$ cat config.mk
export PLATFORM = sky130hd
export DESIGN_NAME = exret_unwind
export DESIGN_NICKNAME = d
export VERILOG_FILES = /design/src/rtl/exret_pkg.sv /design/src/rtl/exret_kind_sel.sv /design/src/rtl/exret_ccs_pop.sv /design/src/rtl/exret_sp_swap.sv /design/src/rtl/exret_unwind.sv
export SDC_FILE = /design/constraint.sdc
export NUM_CORES = 1
export LEC_CHECK = 0
export BUFFER_PORTS_ARGS = -buffer_cell sky130_fd_sc_hd__buf_2
export CAP_MARGIN = 20
export CORE_UTILIZATION = 46
export CTS_BUF_LIST = sky130_fd_sc_hd__clkbuf_2 sky130_fd_sc_hd__clkbuf_4 sky130_fd_sc_hd__clkbuf_8
export DETAILED_ROUTE_END_ITERATION = 16
export HOLD_SLACK_MARGIN = 0.15
export PLACE_DENSITY = 0.82
export SLEW_MARGIN = 20
export SYNTH_ARGS = -nofsm -noshare
export SYNTH_HDL_FRONTEND = slang
export SYNTH_SLANG_ARGS = --single-unit
$ cat constraint.sdc
create_clock -name clk -period 1 [get_ports clk]
set_input_delay 0.2 -clock clk [delete_from_list [all_inputs] [get_ports clk]]
set_output_delay 0.2 -clock clk [all_outputs]
set_load 0.05 [all_outputs]
$ cat src/rtl/exret_pkg.sv
package exret_pkg;
    // Status word layout
    localparam int CCS_W   = 32;
    localparam int KEEP_W  = 2;   // preserved top mode bits
    localparam int GAP_W   = 2;   // cleared bits below them
    localparam int POP_SH  = 10;  // width of one saved flag group

    // Flag positions after the pop
    localparam int C_BIT = 0;
    localparam int V_BIT = 1;
    localparam int Z_BIT = 2;
    localparam int N_BIT = 3;
    localparam int X_BIT = 4;
    localparam int I_BIT = 5;
    localparam int U_BIT = 6;
    localparam int P_BIT = 7;
    localparam int R_BIT = 8;
    localparam int M_BIT = 10;

    typedef enum logic [1:0] {
        RET_NONE = 2'd0,
        RET_EXC  = 2'd1,
        RET_NMI  = 2'd2
    } ret_kind_e;
endpackage

$ cat src/rtl/exret_kind_sel.sv
module exret_kind_sel
    import exret_pkg::*;
(
    input  logic      exc_stb,
    input  logic      nmi_stb,
    output ret_kind_e kind
);
    // The NMI return wins when both strobes are present
    always_comb begin
        if (nmi_stb)      kind = RET_NMI;
        else if (exc_stb) kind = RET_EXC;
        else              kind = RET_NONE;
    end
endmodule

$ cat src/rtl/exret_ccs_pop.sv
module exret_ccs_pop
    import exret_pkg::*;
#(
    parameter int W      = 32,
    parameter int KEEP   = 2,
    parameter int GAP    = 2,
    parameter int SH     = 10,
    parameter int PBIT   = 7,
    parameter int RBIT   = 8,
    parameter int MBIT   = 10,
    parameter int UBIT   = 6
) (
    input  logic [W-1:0] ccs_old,
    input  ret_kind_e    kind,
    output logic [W-1:0] ccs_new,
    output logic         user_mode
);
    localparam int LOW_W = W - KEEP - GAP;
    localparam logic [W-1:0] LOW_MASK  = {{(KEEP+GAP){1'b0}}, {LOW_W{1'b1}}};
    localparam logic [W-1:0] KEEP_MASK = {{KEEP{1'b1}}, {(W-KEEP){1'b0}}};

    logic [W-1:0] popped;

    always_comb begin
        popped = (ccs_old & KEEP_MASK) | ((ccs_old & LOW_MASK) >> SH);
        // Previous-state flag depends on the restore flag before the pop
        if (!ccs_old[RBIT]) popped[PBIT] = 1'b1;
        ccs_new = popped;
        unique case (kind)
            RET_NMI:  ccs_new[MBIT] = 1'b1;
            RET_EXC:  ccs_new = popped;
            default:  ccs_new = popped;
        endcase
        user_mode = ccs_new[UBIT];
    end
endmodule

$ cat src/rtl/exret_sp_swap.sv
module exret_sp_swap #(
    parameter int W = 32
) (
    input  logic         user_mode,
    input  logic [W-1:0] sp_cur,
    input  logic [W-1:0] usp_cur,
    input  logic [W-1:0] ksp_cur,
    output logic [W-1:0] sp_next,
    output logic [W-1:0] ksp_next
);
    always_comb begin
        if (user_mode) begin
            ksp_next = sp_cur;
            sp_next  = usp_cur;
        end else begin
            ksp_next = ksp_cur;
            sp_next  = sp_cur;
        end
    end
endmodule

$ cat src/rtl/exret_unwind.sv
module exret_unwind
    import exret_pkg::*;
#(
    parameter int DATA_W = CCS_W,
    parameter int SP_W   = 32
) (
    input  logic              clk,
    input  logic              rst_n,
    input  logic              ret_exc,
    input  logic              ret_nmi,
    input  logic [DATA_W-1:0] ccs_in,
    input  logic [SP_W-1:0]   sp_in,
    input  logic [SP_W-1:0]   usp_in,
    output logic [DATA_W-1:0] ccs_out,
    output logic [SP_W-1:0]   sp_out,
    output logic [SP_W-1:0]   ksp_out
);
    ret_kind_e         kind;
    logic [DATA_W-1:0] ccs_nx;
    logic              user_nx;
    logic [SP_W-1:0]   sp_nx, ksp_nx;
    logic [DATA_W-1:0] ccs_q;
    logic [SP_W-1:0]   sp_q, ksp_q;

    exret_kind_sel u_sel (
        .exc_stb (ret_exc),
        .nmi_stb (ret_nmi),
        .kind    (kind)
    );

    exret_ccs_pop #(
        .W(DATA_W), .KEEP(KEEP_W), .GAP(GAP_W), .SH(POP_SH),
        .PBIT(P_BIT), .RBIT(R_BIT), .MBIT(M_BIT), .UBIT(U_BIT)
    ) u_pop (
        .ccs_old   (ccs_in),
        .kind      (kind),
        .ccs_new   (ccs_nx),
        .user_mode (user_nx)
    );

    exret_sp_swap #(.W(SP_W)) u_swap (
        .user_mode (user_nx),
        .sp_cur    (sp_in),
        .usp_cur   (usp_in),
        .ksp_cur   (ksp_q),
        .sp_next   (sp_nx),
        .ksp_next  (ksp_nx)
    );

    // Single commit edge for all three results
    always_ff @(posedge clk or negedge rst_n) begin
        if (!rst_n) begin
            ccs_q <= '0;
            sp_q  <= '0;
            ksp_q <= '0;
        end else begin
            unique case (kind)
                RET_EXC, RET_NMI: begin
                    ccs_q <= ccs_nx;
                    sp_q  <= sp_nx;
                    ksp_q <= ksp_nx;
                end
                default: begin
                    ccs_q <= ccs_q;
                    sp_q  <= sp_q;
                    ksp_q <= ksp_q;
                end
            endcase
        end
    end

    assign ccs_out = ccs_q;
    assign sp_out  = sp_q;
    assign ksp_out = ksp_q;
endmodule

==> impl_metrics.tcl <==
set metrics [dict create \
    outcome "finished, violations left" \
    violations "negative setup slack" \
    synth_edf_count 0 \
    critical_path.top_delay_family "flip-flops" \
    setup.worst_path.class "register to output port" \
    finalHoldViolations 0 \
    wirelength_um 12600 \
    reg2reg_depth 3 \
    drtAntennaViolNets 0 \
    grt_pass1_vias 3533 \
    ys_ff_latch 84 \
    layout-drive-gt1-share_pct 52.5 \
    leakage_nw 3.00 \
    overflow 0 \
    hp-class "input pin to register" \
    numPortBuffers 172 \
    drtIter0Drc 159 \
    fin_crit_ns 1.17 \
    synth.cell_area_mm2 0.00364 \
    dr.pass1.iters 4 \
    cp_max_fo 2 \
    finalSetupViolCount 87 \
    grt_start_max_net_pins 39 \
    fmaxAchievable_mhz 854 \
    clkTransAtPathRegs_ns 0.10 \
    wire_per_inst_um 19.6 \
    hold_start "usp_in[20]" \
    postLayoutCoreUtil_pct 80.4 \
    grt.total_usage_pct 30.2 \
    vias_per_cell 5.10 \
    synth_top_area_cell "dfrtp_1" \
    clockBufferDepth 2 \
    yosysMostFrequentCell "dfrtp_1" \
    num_vias 3284 \
    timing.rr.end "ksp_out[15]" \
    ir_worst_vdd_uv 1050 \
    cts_tree "built" \
    critPathBufInv 1 \
    crit_chain "buf_6" \
    rows 32 \
    worstHoldEndpoint "sp_out[20]" \
    rsz0062_at_grt "yes" \
    drc 0 \
    whs_path_depth 3 \
    fin_crit_sh_pct 117 \
    cpMaxStageDelayCell "dfrtp_1" \
    finalNetCount 636 \
    die_area_mm2 0.00827 \
    fp.dieW_um 91.0 \
    cp-end-kind "output port" \
    synth_top_area_share_pct 57.8 \
    worst_slack_ns -0.171 \
    power.density_mw_per_mm2 1680 \
    synthToLayoutAreaGrowth_pct 69.7 \
    clock-skew-final_ns 0 \
    coreArea_mm2 0.00769 \
    synth-seq-area-share_pct 57.8 \
    cp_data_arrival_time_ns 0.97 \
    cts_buffers 9 \
    preCtsSetupSlack_ns -0.299 \
    async_flop_share_pct 100 \
    synth_common_cells "84 x dfrtp_1, 36 x mux2_2, 33 x nor3_1, 32 x a21oi_1, 32 x mux2i_1" \
    cp-start-kind "register" \
    r2r_slack_ns -0.04 \
    drv_slew 0 \
    htree_num_levels 3 \
    critPathMaxStageDelay_ns 0.44 \
    grt_pass1_wl_um 18800 \
    ys_warn_count 0 \
    start_util_pct 47.3 \
    yosys_most_used_dff "dfrtp_1" \
    cp_data_required_time_ns 0.80 \
    ys_top_cells_by_area "dfrtp_1 58%, mux2_2 11%, mux2i_1 8.8%" \
    clk_latency_ns 0.36 \
    die_h_um 91.0 \
    cts-root-buf "clkbuf_8" \
    antenna_found_initial 1 \
    netlist_instances 272 \
    maxCapViolCount 0 \
    syn_avg_cell_area_um2 13.4 \
    gp_congestion 0.805 \
    r2r-start "ksp_out[15]" \
    clkSinkCount 84 \
    pin_count 196 \
    synthDistinctLibCells 18 \
    dpl.hpwl_um 6230 \
]
metal layers:
layer,wire [um],track usage (%)
met1,4410,32.6
met2,7150,55.8
met3,652,5.70
met4,432,15.9
met5,0,0
report_power, final:
part | switching [mW] | total, mW | internal, mW
combinational | 2.23 | 3.79 | 1.56
sequential | 0.305 | 4.07 | 3.77
clock | 1.32 | 2.54 | 1.22
total | 3.85 | 10.4 | 6.55
cell type report:
cell class / count / area (um^2)
diodes: 1 / 2.50
clock buffers: 10 / 138
clock inverters: 6 / 63.8
fillers: 434 / 1510
inverters: 2 / 7.51
multi-input cells: 164 / 1350
flip-flops and latches: 84 / 2100
well taps: 102 / 128
repair buffers: 275 / 2390
kinds of logic after synthesis:
kind of cell	synth area share (%)
multiplexers	25.3
AO/OA/AOI/OAI	5.19
AND/OR/NAND/NOR	4.88
flip-flops	57.8
buffers and inverters	6.77
other	0.103
worst max path at each step:
stage	startpoint	end	slack [ns]	cells after the start
floorplan	ret_nmi	ccs_out[11]	-0.22	5
global placement	ret_nmi	ccs_out[5]	-0.28	4
detailed placement	ret_nmi	sp_out[25]	-0.30	5
CTS	sp_out[19]	sp_out[19]	-0.14	1
global route	ccs_out[13]	ccs_out[13]	-0.19	1
finish	ccs_out[5]	ccs_out[5]	-0.17	1
state kept, by name (all words and copies together) (netlist names):
| signal | cells |
|---|---|
| ksp_out | 32 |
| sp_out | 32 |
| ccs_out | 20 |
stage by stage:
stage	instances	TNS, ns	hold slack, ns	power, mW	cell area, um^2
after CTS	621	-10.25	0.150	10.1	6000
after global routing	644	-12.17	0.169	10.7	6180
after global placement	536	-18.62	0.0313	6.83	4610
final	644	-10.08	0.164	10.4	6180
after floorplan	283	-12.38	-0.0956	6.10	3700
after detailed placement	536	-20.02	0.0363	6.89	4610
cell usage in the layout (no fill, tap or decap), types with 2 or more instances in the layout:
cell | Yosys | routed
inv_1 | 2 | 2
mux2i_1 | 32 | 32
buf_2 | 5 | 87
mux2_2 | 36 | 36
buf_12 | 0 | 6
clkbuf_8 | 0 | 10
mux2_4 | 13 | 13
dfrtp_1 | 84 | 83
clkinv_2 | 0 | 2
dlygate4sd3_1 | 0 | 60
a21oi_1 | 32 | 32
buf_4 | 15 | 37
clkinvlp_4 | 0 | 2
nor3_1 | 33 | 32
buf_6 | 7 | 85
conb_1 | 1 | 12
repair_timing:
action                                  CTS  global route
buffers inserted                          9            22
hold buffers                             60             0
resized for setup                       168             2
endpoints found under the hold margin   142             0
endpoints found under the setup margin   84            84
pin swaps                                 0             0
Note: power is estimated with default switching activity, not from simulation.
